[src/rtl/irs_pkg.sv]
package irs_pkg;

    typedef enum logic {
        COL_FILL,
        COL_FULL
    } col_state_e;

    typedef enum logic [1:0] {
        ISS_IDLE,
        ISS_DATA,
        ISS_CMD,
        ISS_WAIT
    } iss_state_e;

    typedef enum logic [1:0] {
        PH_RUN,
        PH_DRAIN,
        PH_DONE
    } phase_e;

endpackage

[src/rtl/irs_collector.sv]
module irs_collector
    import irs_pkg::*;
#(
    parameter int BYTE_W  = 8,
    parameter int REC_LEN = 7,
    parameter int CNT_W   = $clog2(REC_LEN + 1)
) (
    input  logic                      clk,
    input  logic                      rst_n,
    input  logic                      acc_en,
    input  logic [BYTE_W-1:0]         byte_in,
    input  logic                      stream_end,
    input  logic                      take,
    output logic                      in_ready,
    output logic                      rec_full,
    output logic                      empty,
    output logic                      drop,
    output logic [REC_LEN*BYTE_W-1:0] rec_flat
);
    localparam int                IDX_W    = $clog2(REC_LEN);
    localparam logic [CNT_W-1:0]  FULL_CNT = CNT_W'(REC_LEN);

    col_state_e        st_q, st_d;
    logic [CNT_W-1:0]  cnt_q, cnt_d, cnt_inc;
    logic              accept;
    logic [BYTE_W-1:0] bytes_q [REC_LEN];

    // next state
    always_comb begin
        accept  = acc_en && (st_q == COL_FILL);
        cnt_inc = cnt_q + {{(CNT_W-1){1'b0}}, accept};
        st_d    = st_q;
        cnt_d   = cnt_q;
        drop    = 1'b0;
        unique case (st_q)
            COL_FILL: begin
                if (cnt_inc == FULL_CNT) begin
                    st_d  = COL_FULL;
                    cnt_d = cnt_inc;
                end else if (stream_end && (cnt_inc != '0)) begin
                    cnt_d = '0;
                    drop  = 1'b1;
                end else begin
                    cnt_d = cnt_inc;
                end
            end
            COL_FULL: begin
                if (take) begin
                    st_d  = COL_FILL;
                    cnt_d = '0;
                end
            end
            default: begin
                st_d  = COL_FILL;
                cnt_d = '0;
            end
        endcase
    end

    // state register
    always_ff @(posedge clk or negedge rst_n) begin
        if (!rst_n) begin
            st_q  <= COL_FILL;
            cnt_q <= '0;
        end else begin
            st_q  <= st_d;
            cnt_q <= cnt_d;
        end
    end

    always_ff @(posedge clk) begin
        if (accept) begin
            bytes_q[cnt_q[IDX_W-1:0]] <= byte_in;
        end
    end

    // outputs
    always_comb begin
        in_ready = (st_q == COL_FILL);
        rec_full = (st_q == COL_FULL);
        empty    = (st_q == COL_FILL) && (cnt_q == '0);
    end

    for (genvar g = 0; g < REC_LEN; g++) begin : g_flat
        assign rec_flat[g*BYTE_W +: BYTE_W] = bytes_q[g];
    end

endmodule

[src/rtl/irs_issuer.sv]
module irs_issuer
    import irs_pkg::*;
#(
    parameter int BYTE_W  = 8,
    parameter int REC_LEN = 7,
    parameter int SEL_W   = $clog2(REC_LEN)
) (
    input  logic                      clk,
    input  logic                      rst_n,
    input  logic                      rec_full,
    input  logic [REC_LEN*BYTE_W-1:0] rec_flat,
    input  logic                      tgt_ack,
    output logic                      take,
    output logic                      win_we,
    output logic [SEL_W-1:0]          win_sel,
    output logic [BYTE_W-1:0]         win_wdata,
    output logic                      busy,
    output logic                      idle
);
    localparam logic [SEL_W-1:0] LAST_DATA = SEL_W'(REC_LEN - 2);

    iss_state_e        st_q, st_d;
    logic [SEL_W-1:0]  idx_q, idx_d;
    logic              load;
    logic [BYTE_W-1:0] hold_q [REC_LEN];

    // next state
    always_comb begin
        st_d  = st_q;
        idx_d = idx_q;
        load  = 1'b0;
        unique case (st_q)
            ISS_IDLE: begin
                if (rec_full) begin
                    st_d  = ISS_DATA;
                    idx_d = '0;
                    load  = 1'b1;
                end
            end
            ISS_DATA: begin
                idx_d = idx_q + SEL_W'(1);
                if (idx_q == LAST_DATA) begin
                    st_d = ISS_CMD;
                end
            end
            ISS_CMD: begin
                st_d = ISS_WAIT;
            end
            ISS_WAIT: begin
                if (tgt_ack) begin
                    st_d = ISS_IDLE;
                end
            end
            default: begin
                st_d  = ISS_IDLE;
                idx_d = '0;
            end
        endcase
    end

    // state register
    always_ff @(posedge clk or negedge rst_n) begin
        if (!rst_n) begin
            st_q  <= ISS_IDLE;
            idx_q <= '0;
        end else begin
            st_q  <= st_d;
            idx_q <= idx_d;
        end
    end

    always_ff @(posedge clk) begin
        if (load) begin
            for (int i = 0; i < REC_LEN; i++) begin
                hold_q[i] <= rec_flat[i*BYTE_W +: BYTE_W];
            end
        end
    end

    // outputs
    always_comb begin
        take      = (st_q == ISS_IDLE) && rec_full;
        win_we    = (st_q == ISS_DATA) || (st_q == ISS_CMD);
        win_sel   = idx_q;
        win_wdata = hold_q[idx_q];
        busy      = (st_q == ISS_WAIT);
        idle      = (st_q == ISS_IDLE);
    end

endmodule

[src/rtl/irs_seq.sv]
module irs_seq
    import irs_pkg::*;
#(
    parameter int BYTE_W     = 8,
    parameter int DATA_BYTES = 4,
    parameter int ADDR_BYTES = 2,
    parameter int SEL_W      = $clog2(DATA_BYTES + ADDR_BYTES + 1)
) (
    input  logic              clk,
    input  logic              rst_n,
    input  logic              in_valid,
    input  logic [BYTE_W-1:0] in_byte,
    input  logic              in_rec_region,
    output logic              in_ready,
    input  logic              stream_end,
    output logic              win_we,
    output logic [SEL_W-1:0]  win_sel,
    output logic [BYTE_W-1:0] win_wdata,
    input  logic              tgt_ack,
    output logic              xfer_busy,
    output logic              done,
    output logic              err_partial
);
    localparam int REC_LEN = DATA_BYTES + ADDR_BYTES + 1;

    phase_e                    ph_q, ph_d;
    logic                      err_q;
    logic                      acc_en, take, rec_full, coll_empty, drop, iss_idle;
    logic [REC_LEN*BYTE_W-1:0] rec_flat;

    assign acc_en = in_valid && in_rec_region && (ph_q == PH_RUN);

    irs_collector #(
        .BYTE_W (BYTE_W),
        .REC_LEN(REC_LEN)
    ) u_collector (
        .clk       (clk),
        .rst_n     (rst_n),
        .acc_en    (acc_en),
        .byte_in   (in_byte),
        .stream_end(stream_end && (ph_q == PH_RUN)),
        .take      (take),
        .in_ready  (in_ready),
        .rec_full  (rec_full),
        .empty     (coll_empty),
        .drop      (drop),
        .rec_flat  (rec_flat)
    );

    irs_issuer #(
        .BYTE_W (BYTE_W),
        .REC_LEN(REC_LEN),
        .SEL_W  (SEL_W)
    ) u_issuer (
        .clk      (clk),
        .rst_n    (rst_n),
        .rec_full (rec_full),
        .rec_flat (rec_flat),
        .tgt_ack  (tgt_ack),
        .take     (take),
        .win_we   (win_we),
        .win_sel  (win_sel),
        .win_wdata(win_wdata),
        .busy     (xfer_busy),
        .idle     (iss_idle)
    );

    // phase next state
    always_comb begin
        ph_d = ph_q;
        unique case (ph_q)
            PH_RUN:   if (stream_end) ph_d = PH_DRAIN;
            PH_DRAIN: if (coll_empty && iss_idle) ph_d = PH_DONE;
            PH_DONE:  ph_d = PH_DONE;
            default:  ph_d = PH_RUN;
        endcase
    end

    // state register
    always_ff @(posedge clk or negedge rst_n) begin
        if (!rst_n) begin
            ph_q  <= PH_RUN;
            err_q <= 1'b0;
        end else begin
            ph_q  <= ph_d;
            err_q <= err_q || drop;
        end
    end

    // outputs
    always_comb begin
        done        = (ph_q == PH_DONE);
        err_partial = err_q;
    end

endmodule

[config.mk]
export PLATFORM = sky130hd
export DESIGN_NAME = irs_seq
export DESIGN_NICKNAME = d
export VERILOG_FILES = /design/src/rtl/irs_pkg.sv /design/src/rtl/irs_collector.sv /design/src/rtl/irs_issuer.sv /design/src/rtl/irs_seq.sv
export SDC_FILE = /design/constraint.sdc
export NUM_CORES = 1
export LEC_CHECK = 0
export BUFFER_PORTS_ARGS = -buffer_cell sky130_fd_sc_hd__buf_2
export CORE_AREA = 5 5 108 110
export CTS_CLUSTER_SIZE = 40
export DETAILED_ROUTE_END_ITERATION = 6
export DIE_AREA = 0 0 113 115
export HOLD_SLACK_MARGIN = 0.03
export SLEW_MARGIN = 10
export SYNTH_ARGS = -nofsm -noshare
export SYNTH_HDL_FRONTEND = slang
export SYNTH_SLANG_ARGS = --single-unit
[constraint.sdc]
create_clock -name clk -period 4.1 [get_ports clk]
set_input_delay 0.205 -clock clk [delete_from_list [all_inputs] [get_ports clk]]
set_output_delay 0.205 -clock clk [all_outputs]
set_load 0.02 [all_outputs]
* After elaboration in Yosys (flattened, before gate mapping)
Memory sizes are Yosys's and may differ from the RTL's. Index checks and enable logic that the tools add are counted.
Cells by class: add/sub/neg operators 2, eq/ne operators 13, multiplexer cells 25, bitwise operators 1, reductions and logical operators 18
Operators by type and width (number):
- two-way mux 3 bit | 4
- one-hot mux 3 bit (2 select lines) | 2
- two-way mux 1 bit | 11
- two-way mux 2 bit | 5
- logical AND 1 bit | 8
- inequality test 2 bit (second input constant) | 4
- one-hot mux 2 bit (4 select lines) | 1
- == test 2 bit (second input constant) | 3
- == test 3 bit (second input constant) | 2
- one-hot mux 2 bit (3 select lines) | 1
- == test 2 x 1 -> 1 bit (second input constant) | 2
- zero test 2 bit | 2
- inequality test 2 x 1 -> 1 bit (second input constant) | 2
- AND reduction 2 bit | 2
- adder 3 x 1 -> 3 bit | 1
- adder 3 x 1 -> 3 bit (second input constant) | 1
- zero test 3 bit | 1
- AND reduction 3 bit | 1
- nonzero test 3 bit | 1
- logical OR 1 bit | 2
- one-hot mux 1 bit (2 select lines) | 1
- nonzero test 2 bit | 1
- NOT 1 bit | 1
Storage, ports and cells: register bits after elaboration 12, bits in writable memories 112, input bits 14, output and inout bits 16, word-level logic and storage cells 67, memories 2
Memory list:
- u_collector.bytes_q | depth 7, width 8, rd ports 7, clocked after Yosys merged registers in 0, write ports 1, line irs_collector.sv:26 | logic [BYTE_W-1:0] bytes_q [REC_LEN];
- u_issuer.hold_q | depth 7, width 8, rd ports 1, clocked after Yosys merged registers in 0, write ports 7, line irs_issuer.sv:25 | logic [BYTE_W-1:0] hold_q [REC_LEN];

* Logic depth before layout (Yosys ltp)
Gate-level depths: netlist (run 1).
depth in word-level cells 10, mapped depth 10, mapped depth without buffers 10

* Hierarchy
Synthesis (run 1) repeated with hierarchy kept, for this count alone.
Unflattened totals: cells, all modules 259, area total of the unflattened synthesis 4800.9 um^2
Modules (own cells, without submodules):
- irs_issuer | instances 1, cells each 145, area an instance 2596.2 um^2, seq. area each 1806.7 um^2
- irs_collector | instances 1, cells each 97, area an instance 2001.9 um^2, seq. area each 1781.7 um^2
- irs_seq | instances 1, cells each 17, area an instance 202.7 um^2, seq. area each 75.1 um^2

* Worst setup path after synthesis (run 1)
Ideal clock, no wire load.
kind reg-to-reg, start point reg ph_q[0], end point mem u_collector.bytes_q[0][0] (enable), setup time 383 ps, arrival time 1703 ps, data required time 3717 ps, setup slack 2013 ps, stages on the path, launching flop included 7, buffers on the path 0, clock period less this slack 2087 ps, cells stage by stage dfrtp_1 inv_1 ha_1 inv_1 nor3_1 nand2b_1 nor3_1
Between the ends: longest elaborated chain between the ends 5
RTL lines:
- start, declared | line irs_seq.sv:26 | phase_e ph_q, ph_d;
- start signal, assigned | line irs_seq.sv:85 | ph_q <= ph_d;
- zero test 2 bit | line irs_seq.sv:31 | assign acc_en = in_valid && in_rec_region && (ph_q == PH_RUN);
- logical AND 1 bit | line irs_seq.sv:31
- logical AND 1 bit | line irs_collector.sv:30 | accept = acc_en && (st_q == COL_FILL);
- two-way mux 1 bit | line irs_collector.sv:72 | if (accept) begin
- two-way mux 1 bit (not written as such) | line irs_collector.sv:73 | bytes_q[cnt_q[IDX_W-1:0]] <= byte_in;
- end, declared | line irs_collector.sv:26
No other way between the ends.

* Worst setup path after layout (run 1)
start point reg u_issuer.idx_q[0], in the netlist u_issuer.win_sel[0], end point out win_wdata[2]
Between the ends: longest elaborated chain between the ends 1
RTL lines:
- start, declared | line irs_issuer.sv:23 | logic [SEL_W-1:0] idx_q, idx_d;
- start signal, assigned | line irs_issuer.sv:68 | idx_q <= idx_d;
- memory read (7 x 8 bit)
- end, declared | line irs_seq.sv:18 | output logic [BYTE_W-1:0] win_wdata,
No other way between the ends.

==> results of run 1 <==
[critical path: cells and delay by family, from the launching register on]
kind                   cells  cell delay (ps)
DFF                        1              820
muxes                      2              780
buffers and inverters      2              470
[logic make-up after synthesis]
| logic type | after synthesis |
|---|---|
| multiplexers | 27 |
| AO/OA/AOI/OAI | 27 |
| buffers and inverters | 18 |
| XOR/XNOR | 2 |
| AND/OR/NAND/NOR | 43 |
| adder cells (fa/ha/maj) | 12 |
| flip-flops | 124 |
[layout by cell type, fill, tap and decap left out, drive strengths merged, types with 3 or more instances in the layout]
master	count
edfxtp	112
buf	34
nand2	19
clkbuf	19
o21ai	15
ha	12
dfrtp	12
inv	12
mux2	11
nor2	10
dlygate4sd3	9
mux4	8
mux2i	8
clkinv	6
nor3	4
a21oi	3
clkinvlp	3
[repair_timing]
action,in CTS,in global routing
buffers inserted,0,0
endpoints found under the hold margin,68,0
hold buffers,9,0
[synth_stat cells]
library cell	instances	share of area [%]
nand2_1	19	1.5
nor2_1	10	0.80
edfxtp_1	112	72
xor2_1	1	0.19
o21ai_0	15	1.6
buf_4	2	0.32
nand3b_1	2	0.32
nand3_1	1	0.11
xnor2_1	1	0.19
mux4_2	8	3.9
a221oi_1	1	0.19
mux2i_1	8	1.7
ha_1	12	3.2
a32o_1	1	0.21
nor4b_4	1	0.51
clkbuf_1	5	0.40
and2_2	1	0.16
buf_2	1	0.11
dfrtp_1	12	6.4
o22ai_1	2	0.27
nor3_1	4	0.43
a21oi_1	3	0.32
a31oi_1	1	0.13
a21o_1	2	0.32
o221ai_1	2	0.38
mux2_2	11	2.7
inv_1	10	0.80
and3_1	1	0.13
nand2b_1	2	0.27
and2b_2	1	0.19
nor2b_1	1	0.13
[worst min-delay path by stage]
stage | to | slack (ps) | depth (start not counted) | start
final | u_issuer.st_q[0] | 120 | 2 | rst_n
after global routing | u_issuer.win_sel[2] | 120 | 2 | rst_n
after CTS | u_issuer.win_sel[2] | 90 | 2 | rst_n
after detailed placement | ph_q[1] | 110 | 1 | rst_n
after global placement | ph_q[0] | 100 | 1 | rst_n
after floorplan | err_partial | -90 | 0 | rst_n
[power groups by stage]
stage | clock network [uW] | registers [uW] | logic [uW]
3_3_place_gp | 0 | 1740 | 891
4_1_cts | 1420 | 1720 | 918
6_report | 1390 | 1720 | 901
3_5_place_dp | 0 | 1750 | 906
5_1_grt | 1490 | 1750 | 993
2_1_floorplan | 0 | 1650 | 731
[registers in the layout, summed over array words and instances (netlist names)]
signal	flops
ph_q	2
u_collector.bytes_q	56
u_issuer.win_sel	3
u_issuer.st_q	2
u_collector.cnt_q	3
u_collector.rec_full	1
err_partial	1
u_issuer.hold_q	56
[metal layers]
layer | global-route usage (%) | up-vias | wire length, um
met5 | 0 | - | 0
met1 | 17.51 | 1160 | 3614
met2 | 22.00 | 37 | 3958
met4 | 5.849 | 0 | 129
met3 | 4.842 | 13 | 343
li1 | - | 1079 | -
[per-stage QoR]
stage	setup WS (ps)	area, um2	hold slack (ps)	std cells
floorplan	2013	4666	-90.59	253
global placement	1733	4985	104.7	419
detailed placement	1656	4985	108.3	419
CTS	1200	5640	92.69	460
global route	1119	5640	117.2	460
finish	1319	5640	116.7	460
[cell type report]
type                       count  area, um2
clock buffer                  19      421.7
sequential                   124       3664
clock inverter                13      143.9
inverter                      10      37.54
fill                         819       4962
tap                          140      175.2
multi-input combinational    111      925.9
timing repair buffer          43      272.8
==> flow_metrics.tcl, run 1 <==
set metrics [dict create \
    grt_pass1_wl_um 13120 \
    r2r_cells 6 \
    vias 2289 \
    dieHeight_um 115 \
    worstPathRequired_ps 3890 \
    critPathKind "reg2out" \
    slew_headroom_pct 26.99 \
    drtIter0Drc 84 \
    combPwrFrac_pct 22.5 \
    swShare_pct 29.59 \
    worst_slew_pin_slew_ps 1095 \
    cp_slowest_stage_delay_ps 820 \
    fin_nets 333 \
    r2r-start "ph_q[0]" \
    cts.path.max_buffers 2 \
    cts_root_buffer "clkbuf_8" \
    p_seq_share_pct 42.8 \
    syn_inst 253 \
    antenna_cells 0 \
    status "finished clean" \
    max-cap-violations 0 \
    wl_um 8045 \
    avgSynthCellArea_um2 18.44 \
    cts_max_level 4 \
    skew_ps 5.124 \
    min_path_type "in2async" \
    cts_tree "done" \
    crit_start "u_issuer.win_sel[0]" \
    cts_inserted_buffers 17 \
    synth_seq_area_share_pct 78.52 \
    setup_viol 0 \
    finalCritPeriodShare_pct 67.82 \
    ir_drop_mv 0.2901 \
    synthSimpleGateAreaFrac_pct 4.586 \
    cp-start-kind "flip-flop" \
    antenna_found_initial 0 \
    power.switching_uw 1186 \
    path_cells "buf_4, mux4_2, mux2_2, buf_2" \
    avgViaCountPerCell 4.976 \
    setup_tns_ps 0 \
    synth_compound_area_share_pct 3.433 \
    layout-drive-gt1-share_pct 26.56 \
    dr.pass1.iters 4 \
    power_density_mw_per_mm2 710.8 \
    period_needed_ps 2781 \
    power_uw 4009 \
    start_util_pct 44.01 \
    synth-adder-area-share_pct 3.218 \
    utilization_pct 53.20 \
    synth-xor-area-share_pct 0.3754 \
    p_int_uw 2823 \
    crit_fanout 12 \
    hold_viol_final 0 \
    power_leakage_uw 0.001996 \
    finalMaxSlewViolations 0 \
    clock_power_share_pct 34.7 \
    grt_pass1_vias 2437 \
    grt-ovfl-total 0 \
    antenna_left 0 \
    crit_end "win_wdata[2]" \
    syn_to_final_growth_pct 20.89 \
    grtUsageTotal_pct 13.87 \
    synth.distinct_cells 31 \
    cts_sinks 124 \
    dp_hpwl_um 4966 \
    rsz0062_at_grt "false" \
    drc 0 \
    wl_per_cell_um 17.49 \
    boundaryPins 30 \
    synth_nets 279 \
    row_count 38 \
    r2r_setup_slack_ps 1680 \
    core_area_mm2 0.01060 \
    synth_top_family_by_area "multiplexers" \
    worstPathArrival_ps 2580 \
    globalplace.congestion 0.8192 \
    dieArea_mm2 0.01300 \
    setup.worst_path.end_class "output port" \
    slowest_stage "dfrtp_1" \
    clk_latency_ps 510 \
    ys.warnings.count 0 \
    syn_area_mm2 0.004666 \
    port_buffers 29 \
    r2r-end "u_collector.bytes_q[3][4]" \
    path_clk_slew_ps 60 \
    cts_resized 0 \
    ys_seq_elements 124 \
    muxShareOfSynthArea_pct 8.233 \
    grt_max_degree 37 \
    clock.fmax_mhz 359.6 \
    die_x_um 113 \
]
Note: power is estimated with default switching activity, not from simulation.
==> inputs of run 2 (changes only) <==
--- a/config.mk
+++ b/config.mk
@@ -5,11 +5,12 @@
 export SDC_FILE = /design/constraint.sdc
 export NUM_CORES = 1
 export LEC_CHECK = 0
+export ABC_AREA = 1
 export BUFFER_PORTS_ARGS = -buffer_cell sky130_fd_sc_hd__buf_2
-export CORE_AREA = 5 5 108 110
+export CORE_AREA = 5 5 110 112
 export CTS_CLUSTER_SIZE = 40
 export DETAILED_ROUTE_END_ITERATION = 6
-export DIE_AREA = 0 0 113 115
+export DIE_AREA = 0 0 115 117
 export HOLD_SLACK_MARGIN = 0.03
 export SLEW_MARGIN = 10
 export SYNTH_ARGS = -nofsm -noshare
==> constraint.sdc (replaced) <==
create_clock -name clk -period 2.8 [get_ports clk]
set_input_delay 0.14 -clock clk [delete_from_list [all_inputs] [get_ports clk]]
set_output_delay 0.14 -clock clk [all_outputs]
set_load 0.02 [all_outputs]
==> run 2 against run 1 <==
Compared with the run above: sequential power grew 28%; total power is 45% higher; worst setup slack lost 570 ps; combinational power is 60% higher; critical path type unchanged; critical path depth is 2 higher.
==> flow_metrics.tcl, run 2 <==
set metrics [dict create \
    period_needed_ps 2055 \
    grt_pass1_vias 2769 \
    finalMaxSlewViolations 0 \
    synthFlopType "edfxtp_1" \
    drtIter0Drc 132 \
    slew_headroom_pct 54.35 \
    r2r_setup_slack_ps 800 \
    multi_input_area_um2 987.2 \
    dp_hpwl_um 5357 \
    synth_top_area_share_pct 69.75 \
    cp-start-kind "flip-flop" \
    skew_ps 4.387 \
    setup.worst_path.end_class "output port" \
    path_clk_slew_ps 50 \
    finalCritPeriodShare_pct 73.40 \
    mostFrequentLayoutCell "edfxtp_1" \
    mostFrequentLayoutCells "edfxtp_1 (112), nand2_1 (72), buf_2 (29)" \
    fin_nets 419 \
    critPathKind "reg2out" \
    avgViaCountPerCell 4.842 \
    antenna_left 0 \
    dr.pass1.iters 4 \
    power_uw 5825 \
    cts.path.max_buffers 2 \
    hold_path_depth 5 \
    clock.fmax_mhz 486.6 \
    worstPathArrival_ps 1920 \
    cts_resized 0 \
    dp_slack_ps 840.0 \
    setup_ws_ps 744.8 \
    placed_cell_area_mm2 0.005189 \
    avgSynthCellArea_um2 14.39 \
    ys.warnings.count 0 \
    syn_inst 335 \
    cts_setup_buffers 0 \
    min_path_type "in2reg" \
    vias 2658 \
    layout-drive-gt1-share_pct 24.88 \
    regArea_mm2 0.003664 \
    final_area_mm2 0.005876 \
    grt_pass1_wl_um 14320 \
    row_count 39 \
    grt-ovfl-total 0 \
    rsz0062_at_grt "false" \
    clk_latency_ps 410 \
    synth_edf_count 112 \
    core_area_mm2 0.01113 \
    hold_slack_ps 142.3 \
    max-cap-violations 0 \
    start_util_pct 43.34 \
    drc 0 \
    hold_viol_final 0 \
    ys_seq_elements 124 \
    r2r_cells 12 \
    antenna_found_initial 0 \
    dieHeight_um 117 \
    synth_seq_area_share_pct 75.97 \
    nFillCells 900 \
    cts_sinks 124 \
    cts_tree "done" \
    syn_area_mm2 0.004822 \
    synth.distinct_cells 27 \
    r2r-start "ph_q[0]" \
    cts_max_level 4 \
    wl_um 8658 \
    cts_root_buffer "clkbuf_16" \
    r2r-end "u_collector.cnt_q[1]" \
    hold_end "ph_q[0]" \
    synth_nets 361 \
    ir_drop_mv 0.6727 \
    power_leakage_uw 0.002277 \
    antenna_cells 0 \
    worst_slew_pin_slew_ps 683.8 \
    cts_hold_buf 9 \
    yosysMostFrequentCell "edfxtp_1" \
    setup_viol 0 \
    synth-async-reset-ratio_pct 9.677 \
    die_x_um 115 \
    power_density_mw_per_mm2 991.4 \
    status "finished clean" \
    setup_tns_ps 0 \
    cts_inserted_buffers 17 \
    globalplace.congestion 0.7607 \
    synthTopCellsByArea "edfxtp_1 (70%), dfrtp_1 (6.2%), nand2_1 (5.6%), ha_1 (3.1%), o211ai_2 (2.1%)" \
    syn_to_final_growth_pct 21.85 \
    grt_max_degree 35 \
    synth.top_cells.by_count "edfxtp_1 (112), nand2_1 (72), inv_1 (23)" \
    wl_per_cell_um 15.77 \
    synth.largest_area_cell "edfxtp_1" \
    boundaryPins 30 \
    grtUsageTotal_pct 14.74 \
    worstPathRequired_ps 2660 \
    port_buffers 29 \
    dieArea_mm2 0.01346 \
    min_from "stream_end" \
    crit_fanout 34 \
]
-- run 2: cell types whose count changed in the layout (fill, tap and decap cells not counted), sizes merged, moves of 5 or more --
cell | previous run | this run
mux4 | 8 | 0
o211ai | 0 | 16
nand3 | 1 | 16
buf | 34 | 40
nor2 | 10 | 20
nor4 | 0 | 5
inv | 12 | 34
nand2 | 19 | 77
mux2 | 11 | 0
mux2i | 8 | 0
-- run 2: worst max-delay path by stage --
stage                                   start  slack (ps)               endpoint  cells past startpoint
final                     u_issuer.win_sel[1]         740           win_wdata[6]                      6
after global routing      u_issuer.win_sel[1]         560           win_wdata[7]                      7
after CTS                 u_issuer.win_sel[1]         680           win_wdata[6]                      6
after detailed placement              ph_q[0]         840   u_collector.cnt_q[1]                     12
after global placement                ph_q[0]         940   u_collector.cnt_q[1]                     12
after floorplan              u_issuer.st_q[0]         490  u_issuer.hold_q[0][0]                      4
-- run 2: critical path: stages, from the launching register on --
cell and delay [ps]:
dfrtp_1 400, inv_2 510, o211ai_2 180, nand2_1 110
nand2_1 50, nand2_1 90, buf_2 170
-- run 2: layout make-up --
type                            count  area share, %
Timing Repair Buffer               49          5.622
Clock buffer                       18          7.304
Clock inverter                     14          2.853
Tap cell                          143          3.045
Sequential cell                   124          62.35
Inverter                           31          2.023
Multi-Input combinational cell    170          16.80
-- run 2: stage by stage --
stage                     util [%]  cells
after floorplan                  -    335
after global placement       46.64    508
after detailed placement     46.64    508
after CTS                    52.81    549
after global routing         52.81    549
final                        52.81    549
-- run 2: cells by family (layout without fill, tap and decap cells) --
group / after synthesis / in the layout / synth area share [%]
adders and majority gates: 12 / 12 / 3.114
xor gates and xnor gates: 1 / 1 / 0.1817
buffers and inverters: 41 / 112 / 4.204
DFF: 124 / 124 / 75.97
and+or+nand+nor: 122 / 122 / 11.11
AOI/OAI and AO/OA: 35 / 35 / 5.423
-- run 2: where the power goes --
group	total (uW)	leakage [uW]	switching [uW]	internal, uW
sequential	2210	0.00116	106	2110
combinational	1440	0.000830	983	458
clock	2170	0.000288	770	1400
-- run 2: routing by layer --
layer  GRT usage (%)  part of all wire (%)  vias up
li1                -                     -     1307
met1           16.95                    41     1275
met4           6.416                   1.9        0
met5               0                     0        -
met3           5.347                   5.0       13
met2           24.92                    52       63
==> inputs of run 3 (changes only) <==
==> constraint.sdc (replaced) <==
create_clock -name clk -period 2 [get_ports clk]
set_input_delay 0.1 -clock clk [delete_from_list [all_inputs] [get_ports clk]]
set_output_delay 0.1 -clock clk [all_outputs]
set_load 0.02 [all_outputs]
==> run 3 against run 2 <==
Compared with the run above: clock skew is 2.2 ps higher; final area increased by 0.55%; die area unchanged; final cell count grew 0.36%; sequential power increased by 40%; register-to-register slack worse by 650 ps; first-iteration DRC count up 11%; critical path depth is 6 higher; worst hold slack lost 51 ps.
==> flow_metrics.tcl, run 3 (synthesized netlist as in run 2, its figures left out) <==
set metrics [dict create \
    cts_max_level 4 \
    cts_tree "done" \
    min_path_type "in2reg" \
    status "finished clean" \
    clock_power_share_pct 36.9 \
    setup_tns_ps 0 \
    dieArea_mm2 0.01346 \
    power_leakage_uw 0.002280 \
    max-cap-violations 0 \
    wl_per_cell_um 16.26 \
    p_seq_share_pct 37.7 \
    start_util_pct 43.34 \
    clock.fmax_mhz 540.1 \
    power.switching_uw 2615 \
    avgViaCountPerCell 4.922 \
    grt-ovfl-total 0 \
    slowest_stage "dfrtp_1" \
    mostFrequentLayoutCell "edfxtp_1" \
    worstPathRequired_ps 2280 \
    cts_sinks 124 \
    cts_root_buffer "clkbuf_16" \
    crit_cells 12 \
    core_area_mm2 0.01113 \
    r2r_setup_slack_ps 150 \
    r2r_cells 12 \
    clk_latency_ps 400 \
    cp_slowest_stage_delay_ps 370 \
    path_clk_slew_ps 50 \
    grt_max_degree 57 \
    port_buffers 29 \
    wl_um 8959 \
    nFillCells 932 \
    cts.path.max_buffers 2 \
    r2r-start "ph_q[0]" \
    crit_fanout 4 \
    dr.pass1.iters 4 \
    utilization_pct 53.10 \
    hold_viol_final 0 \
    ir_drop_mv 0.9902 \
    p_int_uw 5601 \
    antenna_left 0 \
    slew_headroom_pct 74.10 \
    hold_slack_ps 90.83 \
    worst_slew_pin_slew_ps 388.5 \
    path_cells "inv_1, ha_1, nand4_4, inv_1, ha_1, ha_1, nand2_1, inv_1, nand2_1, nand2_1, nand2_1, o21ai_1" \
    cpLargestDelayFamily "adder cells" \
    skew_ps 6.557 \
    critPathKind "reg2reg" \
    mostFrequentLayoutCells "edfxtp_1 (112), nand2_1 (72), buf_2 (29)" \
    cp-start-kind "flip-flop" \
    finalCritPeriodShare_pct 92.58 \
    path_common_cell "nand2_1" \
    cts_inserted_buffers 17 \
    drc 0 \
    period_needed_ps 1852 \
    cts_setup_buffers 0 \
    crit_start "ph_q[0]" \
    r2r-end "u_collector.cnt_q[1]" \
    finalMaxSlewViolations 0 \
    row_count 39 \
    antenna_found_initial 0 \
    grt_pass1_wl_um 14390 \
    worstPathArrival_ps 2130 \
    setup.worst_path.end_class "flip-flop" \
    setup_viol 0 \
    dp_hpwl_um 5443 \
    grt_pass1_vias 2761 \
    stdcell_count 551 \
    die_x_um 115 \
    globalplace.congestion 0.7528 \
    rsz0062_at_grt "false" \
    crit_buf_inv 3 \
    swShare_pct 31.83 \
    dieHeight_um 117 \
    combPwrFrac_pct 25.4 \
    antenna_cells 0 \
    placed_cells 510 \
    min_from "stream_end" \
    fin_nets 421 \
    syn_to_final_growth_pct 22.52 \
    boundaryPins 30 \
    layout-drive-gt1-share_pct 25.49 \
    crit_end "u_collector.cnt_q[1]" \
    vias 2712 \
    drtIter0Drc 146 \
    power_density_mw_per_mm2 1391 \
    grtUsageTotal_pct 14.81 \
]
[run 3: layout make-up]
type	count	area [um2]	share of cell area [%]
clock buffer	17	425.4	7.200
clock inverter	15	171.4	2.901
inverter	31	127.6	2.160
multi-input combinational	170	987.2	16.71
sequential	124	3665	62.03
tap	143	178.9	3.028
timing repair buffer	51	352.8	5.972
[run 3: how the worst min path moves through the flow]
stage,to,slack [ps],cells past startpoint
2_1_floorplan,err_partial,-200,0
3_3_place_gp,ph_q[0],-0.9,1
3_5_place_dp,err_partial,9,1
4_1_cts,ph_q[0],80,5
5_1_grt,ph_q[0],120,5
6_report,ph_q[0],90,5
[run 3: what timing repair did]
item	in CTS	in global routing
gates resized for setup	0	6
hold endpoints to repair	68	0
hold buffers	9	0
endpoints found under the setup margin	0	5
[run 3: power by group through the flow]
stage                     clock network, uW  logic (uW)  registers [uW]
after floorplan                           0        1530            3110
after CTS                              3090        2110            3090
after detailed placement                  0        2080            3140
after global routing                   3220        2360            3120
final                                  3030        2090            3100
after global placement                    0        2040            3130
[run 3: through the flow]
stage	setup WS (ps)	power [uW]	instance area, um2
2_1_floorplan	-81.54	4646	4826
3_3_place_gp	231.2	5171	5207
3_5_place_dp	156.7	5222	5207
4_1_cts	78.96	8286	5894
5_1_grt	16.46	8695	5908
6_report	148.3	8216	5908
[run 3: worst register-to-register path: stages, from the launching register on]
cell and delay (ps):
dfrtp_1 370, inv_1 90, ha_1 250, nand4_4 110, inv_1 40, ha_1 170, ha_1 310, nand2_1 80
inv_1 50, nand2_1 100, nand2_1 60, nand2_1 50, o21ai_1 50
[run 3: metal layers]
layer	GRT usage, %	up-vias	routed length [um]	part of all wire [%]
met5	0	-	0	0
met4	7.199	0	231	2.6
met3	4.370	20	271	3.0
met2	25.62	47	4720	53
met1	16.88	1334	3735	42
li1	-	1311	-	-
